## src/rtl/cfgwin_pkg.sv

```systemverilog
// Shared types for the configuration window decoder.
// Assumes the standard PCIe split of a 28-bit window offset into
// bus, device, function and register fields.
package cfgwin_pkg;

    // Window length code carried in register bits 2:1
    typedef enum logic [1:0] {
        LEN_256M = 2'b00,
        LEN_128M = 2'b01,
        LEN_64M  = 2'b10,
        LEN_RSVD = 2'b11
    } win_len_e;

    localparam int BUS_W = 8;
    localparam int DEV_W = 5;
    localparam int FN_W  = 3;
    localparam int REG_W = 12;
    localparam int OFF_W = BUS_W + DEV_W + FN_W + REG_W;

    // Decoded routing fields of one configuration access
    typedef struct packed {
        logic [BUS_W-1:0] bus;
        logic [DEV_W-1:0] dev;
        logic [FN_W-1:0]  fn;
        logic [REG_W-1:0] rg;
    } bdf_t;

endpackage

```

## src/rtl/cfgwin_reg.sv

```systemverilog
// Byte-writable window register.
// Each write lane addresses one byte; a lane updates register byte k
// only when its enable is set and its byte address equals REG_OFFSET+k.
// Assumes the register does not straddle the top of the config space.
module cfgwin_reg #(
    parameter int CFG_AW     = 8,
    parameter int LANES      = 4,
    parameter int REG_BYTES  = 8,
    parameter int REG_OFFSET = 'h60,
    parameter logic [8*REG_BYTES-1:0] RST_VALUE = 64'h0000_0000_B000_0000
) (
    input  logic                   clk,
    input  logic                   rst_n,
    input  logic                   wr_en,
    input  logic [CFG_AW-1:0]      wr_addr,
    input  logic [LANES-1:0]       wr_be,
    input  logic [8*LANES-1:0]     wr_data,
    output logic [8*REG_BYTES-1:0] reg_q
);
    localparam int AXW = CFG_AW + 1;

    logic [7:0] byte_q [REG_BYTES];

    for (genvar b = 0; b < REG_BYTES; b++) begin : g_byte
        logic       sel;
        logic [7:0] nxt;

        // Find the lane, if any, that lands on this register byte
        always_comb begin
            sel = 1'b0;
            nxt = byte_q[b];
            for (int l = 0; l < LANES; l++) begin
                if (wr_en && wr_be[l] &&
                    (AXW'(wr_addr) + AXW'(l) == AXW'(REG_OFFSET + b))) begin
                    sel = 1'b1;
                    nxt = wr_data[8*l +: 8];
                end
            end
        end

        // Hold the byte, load reset value or the selected lane
        always_ff @(posedge clk) begin
            if (!rst_n) begin
                byte_q[b] <= RST_VALUE[8*b +: 8];
            end else if (sel) begin
                byte_q[b] <= nxt;
            end
        end

        assign reg_q[8*b +: 8] = byte_q[b];
    end

endmodule

```

## src/rtl/cfgwin_len_decode.sv

```systemverilog
// Derives enable, error, length and masked base from the register.
// Bit 0 enables, bits 2:1 pick the length. The basic mask spans
// MASK_HI down to LOG2_MAX. The 128 MB code adds the two bits below it,
// and the 64 MB code adds only the lower of those two.
// Assumes ADDR_W > MASK_HI and LOG2_MAX >= 2.
module cfgwin_len_decode
    import cfgwin_pkg::*;
#(
    parameter int ADDR_W   = 40,
    parameter int MASK_HI  = 35,
    parameter int LOG2_MAX = 28,
    parameter int REG_W64  = 64
) (
    input  logic [REG_W64-1:0] reg_val,
    output logic               en,
    output logic               err,
    output win_len_e           len_code,
    output logic [ADDR_W-1:0]  base,
    output logic [ADDR_W-1:0]  len_bytes
);
    localparam int LEN_LSB = 1;

    logic [ADDR_W-1:0] mask;

    // Decode length code into window size and base mask
    always_comb begin
        len_code = win_len_e'(reg_val[LEN_LSB +: 2]);
        en       = reg_val[0];
        err      = (len_code == LEN_RSVD);
        mask     = '0;
        for (int i = 0; i < ADDR_W; i++) begin
            if (i >= LOG2_MAX && i <= MASK_HI) mask[i] = 1'b1;
        end
        case (len_code)
            LEN_256M: len_bytes = ADDR_W'(1) << LOG2_MAX;
            LEN_128M: begin
                len_bytes          = ADDR_W'(1) << (LOG2_MAX - 1);
                mask[LOG2_MAX - 1] = 1'b1;
                mask[LOG2_MAX - 2] = 1'b1;
            end
            LEN_64M: begin
                len_bytes          = ADDR_W'(1) << (LOG2_MAX - 2);
                mask[LOG2_MAX - 2] = 1'b1;
            end
            default: len_bytes = '0;
        endcase
        base = reg_val[ADDR_W-1:0] & mask;
    end

endmodule

```

## src/rtl/cfgwin_hit.sv

```systemverilog
// Range test and offset split for one memory address.
// Assumes the window never exceeds 2**OFF_W bytes, so the field
// split of the offset covers the whole window.
module cfgwin_hit
    import cfgwin_pkg::*;
#(
    parameter int ADDR_W = 40
) (
    input  logic [ADDR_W-1:0] addr,
    input  logic              en,
    input  logic              err,
    input  logic [ADDR_W-1:0] base,
    input  logic [ADDR_W-1:0] len_bytes,
    output logic              hit,
    output bdf_t              fields
);
    logic [ADDR_W-1:0] off;
    logic              in_win;

    // Compare against the window and split the offset on a hit
    always_comb begin
        off    = addr - base;
        in_win = (addr >= base) && (off < len_bytes);
        hit    = en && !err && in_win;
        fields = hit ? bdf_t'(off[OFF_W-1:0]) : '0;
    end

endmodule

```

## src/rtl/cfgwin_decoder.sv

```systemverilog
// Top of the configuration window decoder: register, length decode
// and hit logic. The register is the only state, so decode results
// follow a write by one clock edge, and the hit follows mem_addr
// combinationally.
module cfgwin_decoder
    import cfgwin_pkg::*;
#(
    parameter int CFG_AW     = 8,
    parameter int LANES      = 4,
    parameter int ADDR_W     = 40,
    parameter int MASK_HI    = 35,
    parameter int LOG2_MAX   = 28,
    parameter int REG_OFFSET = 'h60,
    parameter logic [63:0] RST_VALUE = 64'h0000_0000_B000_0000
) (
    input  logic               clk,
    input  logic               rst_n,
    input  logic               cfg_wr_en,
    input  logic [CFG_AW-1:0]  cfg_wr_addr,
    input  logic [LANES-1:0]   cfg_wr_be,
    input  logic [8*LANES-1:0] cfg_wr_data,
    input  logic [ADDR_W-1:0]  mem_addr,
    output logic               win_en,
    output logic               cfg_err,
    output logic               hit,
    output logic [7:0]         cfg_bus,
    output logic [4:0]         cfg_dev,
    output logic [2:0]         cfg_fn,
    output logic [11:0]        cfg_reg
);
    localparam int REG_BYTES = 8;

    logic [8*REG_BYTES-1:0] reg_q;
    win_len_e               len_code;
    logic [ADDR_W-1:0]      win_base;
    logic [ADDR_W-1:0]      win_len;
    bdf_t                   fields;

    cfgwin_reg #(
        .CFG_AW(CFG_AW), .LANES(LANES), .REG_BYTES(REG_BYTES),
        .REG_OFFSET(REG_OFFSET), .RST_VALUE(RST_VALUE)
    ) u_reg (
        .clk(clk), .rst_n(rst_n), .wr_en(cfg_wr_en), .wr_addr(cfg_wr_addr),
        .wr_be(cfg_wr_be), .wr_data(cfg_wr_data), .reg_q(reg_q)
    );

    cfgwin_len_decode #(
        .ADDR_W(ADDR_W), .MASK_HI(MASK_HI), .LOG2_MAX(LOG2_MAX),
        .REG_W64(8*REG_BYTES)
    ) u_dec (
        .reg_val(reg_q), .en(win_en), .err(cfg_err), .len_code(len_code),
        .base(win_base), .len_bytes(win_len)
    );

    cfgwin_hit #(.ADDR_W(ADDR_W)) u_hit (
        .addr(mem_addr), .en(win_en), .err(cfg_err), .base(win_base),
        .len_bytes(win_len), .hit(hit), .fields(fields)
    );

    assign cfg_bus = fields.bus;
    assign cfg_dev = fields.dev;
    assign cfg_fn  = fields.fn;
    assign cfg_reg = fields.rg;

endmodule

```

## config.mk

```make
export PLATFORM = sky130hd
export DESIGN_NAME = cfgwin_decoder
export DESIGN_NICKNAME = d
export VERILOG_FILES = /design/src/rtl/cfgwin_pkg.sv /design/src/rtl/cfgwin_reg.sv /design/src/rtl/cfgwin_len_decode.sv /design/src/rtl/cfgwin_hit.sv /design/src/rtl/cfgwin_decoder.sv
export SDC_FILE = /design/constraint.sdc
export NUM_CORES = 1
export LEC_CHECK = 0
export BUFFER_PORTS_ARGS = -buffer_cell sky130_fd_sc_hd__buf_2
export CAP_MARGIN = 20
export CORE_UTILIZATION = 40
export DETAILED_ROUTE_END_ITERATION = 12
export GPL_TIMING_DRIVEN = 0
export PLACE_DENSITY = 0.72
export SYNTH_ARGS = -nofsm -noshare
export SYNTH_HDL_FRONTEND = slang
export SYNTH_SLANG_ARGS = --single-unit
export TNS_END_PERCENT = 5
```

## constraint.sdc

```tcl
create_clock -name clk -period 5.2 [get_ports clk]
set_input_delay 0.52 -clock clk [delete_from_list [all_inputs] [get_ports clk]]
set_output_delay 0.52 -clock clk [all_outputs]
set_load 0.005 [all_outputs]
```

==> impl_metrics.csv, run 1 <==
group,metric,value,unit
worst_setup_path,arrival,3.96,ns
floorplanning,core,5507,µm²
finish,final_area,3000,µm²
drt,wl_per_cell,13.19,µm
drt,drc,0,
floorplanning,dieArea,6018,µm²
power_and_ir_drop,power,373.1,µW
timing,fin_hold_ws,0.5788,ns
clock_network,cts_sinks,13,
drt,finalWirelength,6240,µm
logic_synthesis,synth_cells,281,
finish,fin_nets,509,
timing,max-slew-margin-rel,46.94,%
logic_synthesis,synth_ff_type,"edfxtp_1",
finish,final_common_cell,"buf_2",
clock_network,cts_tree,"built",
clock_network,holdBufCountCts,0,
worst_setup_path,worstSetupStartpointType,"register",
logic_synthesis,ys_ff_latch,13,
timing,setup_slack,0.7248,ns
finish,drive_above_1_share,34.91,%
clock_network,cts_root_buffer,"clkbuf_8",
grt,grt_max_degree,11,
timing,worstMarginPinSlew,0.7758,ns
floorplanning,die_y,77.58,µm
finish,antenna_cells,0,
placement,dp_slack,0.9478,ns
logic_synthesis,synth_fp_nets,388,
grt,grt_pass1_vias,2491,
timing,hold_viol,0,
clock_network,ctsResizeCount,0,
timing,fmax,223.5,MHz
grt,grt_pass1_wl,10720,µm
worst_setup_path,required,4.68,ns
placement,dp_cells,468,
drt,detail-route-antenna-nets,0,
placement,place_area,2950,µm²
timing,slew_viol_final,0,
placement,io_buffers,115,
floorplanning,io_pins,118,
timing,rsz0062_at_grt,"false",
power_and_ir_drop,powerDensity,124.4,nW/µm²
worst_setup_path,critPathBufInv,5,
grt,grt_usage,21.23,%
floorplanning,start_util,41.49,%
worst_setup_path,critPathTopFamily,"simple AND/OR/NAND/NOR gates",
grt,overflow,0,
worst_setup_path,critPathKind,"register to output port",
timing,finalSetupViolCount,0,
power_and_ir_drop,peakVddDrop,79.32,µV
flow_run,timing.max_cap.violations,0,
clock_network,cts_buffers,3,
clock_network,clk_path_buf_depth,2,
timing,period_needed,4.475,ns
logic_synthesis,synth_area_per_cell,8.131,µm²
worst_setup_path,setup.worst_path.end_class,"output port",
timing,post-route-period-util,86.06,%
clock_network,clk_pin_slew,0.05,ns
logic_synthesis,synth_edf_count,13,
drt,drt_first_pass_iters,4,
status,status,"complete, no violations",
drt,via_per_inst,5.554,
finish,largest_reg_flops,13,
floorplanning,row_count,27,
logic_synthesis,yosysWarnings,0,
logic_synthesis,seq_area_frac_synth,17.09,%
drt,vias,2627,
worst_hold_path,hold_class,"input port to register",
finish,layout_common_cells,"buf_2 (117), and3_1 (31), o21ai_0 (22), inv_1 (21), ha_1 (19)",
worst_setup_path,cp_slowest_cell,"or4b_1",
timing,tns,0,ns
worst_setup_path,cpMostUsedCell,"ha_1",
placement,dp_hpwl,5292,µm
floorplanning,die_w,77.58,µm
power_and_ir_drop,leakagePower,1.548,nW
logic_synthesis,ys_top_cells_by_area,"edfxtp_1 (17%), ha_1 (10%), and3_1 (8.5%)",
clock_network,postCtsSetupRepairBufs,0,
grt,antenna_found_initial,0,
finish,top_register,"u_reg.byte_q",
logic_synthesis,yosysTopAreaCellShare,17.09,%
worst_setup_path,cp_max_fo,10,
finish,syn_to_final_growth,31.33,%
placement,gp_congestion,0.8508,
finish,final_cells,473,
worst_setup_path,worstPathCellList,"inv_1 -> ha_1 -> and2_1 -> ha_1 -> inv_1 -> fa_1 -> xor2_1 -> ha_1 -> or4b_1 -> a21oi_1 -> o2111ai_1 -> nor4_2 -> buf_2 -> clkbuf_2 -> and3_1 -> buf_2",
logic_synthesis,ys_types,63,
logic_synthesis,synth_top_area_cell,"edfxtp_1",
logic_synthesis,synth_area,2285,µm²
worst_setup_path,critPathMaxStageDelay,0.49,ns
clock_network,htreeDepth,1,
finish,fin_util,54.49,%
logic_synthesis,async_flop_share,0,%
finish,top_regs,"u_reg.byte_q (13)",
drt,drtIter0Drc,92,
## cell families after synthesis
family	after synthesis	synth area share, %
simple gates	107	28.37
compound gates	86	27.16
buf+inv	35	7.557
fa+ha+maj	20	11.28
mux	15	6.626
flops	13	17.09
xor+xnor	5	1.917
## power by group
| part | internal, mW | switching (mW) |
|---|---|---|
| logic | 0.0772 | 0.0887 |
| registers | 0.121 | 0.00230 |
| clock network | 0.0537 | 0.0305 |
| total | 0.252 | 0.121 |
## worst paths after layout
path / from / end / slack [ns] / depth (start not counted)
setup / recovery: u_reg.byte_q[0][1] / cfg_bus[0] / 0.72 / 16
hold / removal: cfg_wr_data[29] / u_reg.byte_q[0][29] / 0.58 / 2
## layout make-up
| class | count | area, µm² |
|---|---|---|
| repair buffers | 116 | 580.6 |
| fillers | 559 | 2506 |
| flip-flops and latches | 13 | 390.4 |
| multi-input cells | 233 | 1722 |
| inverters | 21 | 78.83 |
| clock buffers | 4 | 45.04 |
| well taps | 72 | 90.09 |
| plain buffers | 14 | 93.84 |
## cell usage after synthesis, types with 5 or more instances
master,n
inv_1,21
a21oi_1,14
o21a_1,5
mux2i_1,14
a211oi_1,6
nand3b_1,7
and3_1,31
and2_1,6
nand2_1,10
ha_1,19
nor3_1,5
edfxtp_1,13
nor2_1,12
o21ai_0,22
clkbuf_1,5
a221oi_1,7
nand3_1,7
## layer usage
layer / global-route usage [%] / up-vias / wire length (µm)
li1: - / 1325 / -
met2: 38.85 / 113 / 3040
met1: 25.20 / 1181 / 2711
met5: 0 / - / 0
met3: 3.176 / 8 / 427
met4: 6.604 / 0 / 61
Note: power is estimated with default switching activity, not from simulation.
==> inputs of run 2 (changes only) <==
--- a/config.mk
+++ b/config.mk
@@ -7,6 +7,7 @@
 export LEC_CHECK = 0
 export BUFFER_PORTS_ARGS = -buffer_cell sky130_fd_sc_hd__buf_2
 export CAP_MARGIN = 20
+export CORE_MARGIN = 2
 export CORE_UTILIZATION = 40
 export DETAILED_ROUTE_END_ITERATION = 12
 export GPL_TIMING_DRIVEN = 0
==> run 2 against run 1 <==
Net effect: clock power up 2%; via count is 0.19% higher; final cell count unchanged; setup slack worse by 0.12 ns; routed wire length increased by 4.1%; sequential share of layout area did not move; highest routed layer unchanged.
==> impl_metrics.csv, run 2 (synthesis results as in run 1) <==
group,metric,value,unit
status,status,"complete, no violations",
finish,final_common_cell,"buf_2",
finish,final_area,3000,µm²
worst_setup_path,critPathMaxStageDelay,0.49,ns
grt,antenna_found_initial,0,
timing,post-route-period-util,88.39,%
drt,wl_per_cell,13.73,µm
worst_hold_path,hp-start,"cfg_wr_data[29]",
worst_hold_path,hold_class,"input port to register",
timing,rsz0062_at_grt,"false",
grt,grt_pass1_wl,10760,µm
drt,vias,2632,
grt,grt_usage,20.56,%
floorplanning,start_util,41.49,%
power_and_ir_drop,powerDensity,124.8,nW/µm²
power_and_ir_drop,switchingPower,122.6,µW
drt,via_per_inst,5.564,
flow_run,timing.max_cap.violations,0,
grt,grt_max_degree,11,
worst_setup_path,arrival,4.08,ns
worst_setup_path,critPathKind,"register to output port",
floorplanning,io_pins,118,
clock_network,holdBufCountCts,0,
floorplanning,row_count,27,
finish,syn_to_final_growth,31.33,%
timing,finalSetupViolCount,0,
clock_network,clk_path_buf_depth,2,
worst_hold_path,hold_end,"u_reg.byte_q[0][29]",
worst_setup_path,cp_slowest_cell,"or4b_1",
floorplanning,die_w,79.58,µm
timing,fmax,217.6,MHz
finish,largest_reg_flops,13,
clock_network,clk_pin_slew,0.05,ns
finish,drive_above_1_share,34.91,%
worst_setup_path,setup.worst_path.end_class,"output port",
clock_network,cts_sinks,13,
finish,layout_common_cells,"buf_2 (117), and3_1 (31), o21ai_0 (22), inv_1 (21), ha_1 (19)",
floorplanning,core,5507,µm²
clock_network,ctsResizeCount,0,
placement,io_buffers,115,
placement,dp_hpwl,5498,µm
drt,drc,0,
finish,antenna_cells,0,
worst_hold_path,holdPathStages,2,
power_and_ir_drop,power,374.4,µW
power_and_ir_drop,comb_power_share,44.2,%
placement,dp_cells,468,
power_and_ir_drop,p_seq_share,32.9,%
power_and_ir_drop,p_sw_share,32.74,%
clock_network,cts_buffers,3,
clock_network,cts_tree,"built",
power_and_ir_drop,leakagePower,1.548,nW
drt,finalWirelength,6495,µm
drt,drtIter0Drc,141,
worst_setup_path,worstSetupStartpointType,"register",
power_and_ir_drop,clkPwrFrac,23.0,%
drt,drt_first_pass_iters,4,
finish,top_register,"u_reg.byte_q",
placement,place_area,2950,µm²
timing,period_needed,4.596,ns
grt,grt_pass1_vias,2428,
worst_setup_path,required,4.68,ns
timing,hold_viol,0,
clock_network,cts_root_buffer,"clkbuf_8",
floorplanning,die_y,79.58,µm
clock_network,htreeDepth,1,
worst_setup_path,worstPathCellList,"inv_1 -> ha_1 -> and2_1 -> ha_1 -> inv_1 -> fa_1 -> xor2_1 -> ha_1 -> or4b_1 -> a21oi_1 -> o2111ai_1 -> nor4_2 -> buf_2 -> clkbuf_2 -> and3_1 -> buf_2",
finish,top_regs,"u_reg.byte_q (13)",
timing,slew_viol_final,0,
finish,final_cells,473,
drt,detail-route-antenna-nets,0,
power_and_ir_drop,p_int,251.8,µW
worst_setup_path,cp_max_fo,10,
timing,tns,0,ns
clock_network,postCtsSetupRepairBufs,0,
placement,gp_congestion,0.9034,
power_and_ir_drop,peakVddDrop,57.08,µV
timing,worstMarginPinSlew,0.7445,ns
floorplanning,dieArea,6332,µm²
finish,fin_nets,509,
timing,max-slew-margin-rel,49.67,%
grt,overflow,0,
worst_setup_path,cpMostUsedCell,"ha_1",
## run 2: final cells by class
cell class / instances / area (µm²)
Multi-Input combinational cell: 233 / 1722
Sequential cell: 13 / 390.4
Clock buffer: 4 / 45.04
Buffer: 14 / 93.84
Timing Repair Buffer: 116 / 580.6
Tap cell: 72 / 90.09
Fill cell: 534 / 2506
Inverter: 21 / 78.83
## run 2: routing by layer
metal	up-vias	routed length (µm)	track usage (%)
met4	0	68	4.828
li1	1319	-	-
met5	-	0	0
met2	128	3141	37.82
met1	1179	2776	25.42
met3	6	507	2.262
## run 2: how the worst max path moves through the flow
stage	startpoint	endpoint	slack, ns	cells past startpoint
2_1_floorplan	u_reg.byte_q[0][1]	cfg_bus[0]	1.38	15
3_3_place_gp	u_reg.byte_q[0][1]	cfg_bus[3]	0.94	16
3_5_place_dp	u_reg.byte_q[0][1]	cfg_bus[3]	0.87	16
4_1_cts	u_reg.byte_q[0][1]	cfg_bus[3]	0.58	16
5_1_grt	u_reg.byte_q[0][1]	cfg_bus[3]	0.27	16
6_report	u_reg.byte_q[0][1]	cfg_bus[3]	0.60	16
## run 2: critical path, delay by kind of cell (launching register included)
family | cells | cell delay (ns)
AO/OA/AOI/OAI | 2 | 0.27
XOR/XNOR | 1 | 0.19
adder cells (fa/ha/maj) | 4 | 1.06
buffers and inverters | 5 | 0.72
flip-flops | 1 | 0.43
AND/OR/NAND/NOR | 4 | 1.17
## run 2: power by group through the flow
stage | clock, mW | combinational [mW] | sequential [mW]
finish | 0.0860 | 0.165 | 0.123
detailed placement | 0 | 0.163 | 0.125
global route | 0.0934 | 0.186 | 0.123
CTS | 0.0892 | 0.164 | 0.123
global placement | 0 | 0.161 | 0.125
floorplan | 0 | 0.103 | 0.124
## run 2: metrics by stage
stage | setup WS, ns | util [%] | hold WS, ns
2_1_floorplan | 1.377 | - | 0.7137
3_3_place_gp | 0.9385 | 53.58 | 0.8193
3_5_place_dp | 0.8737 | 53.58 | 0.8072
4_1_cts | 0.5816 | 54.40 | 0.5629
5_1_grt | 0.2745 | 54.49 | 0.5689
6_report | 0.6036 | 54.49 | 0.5700
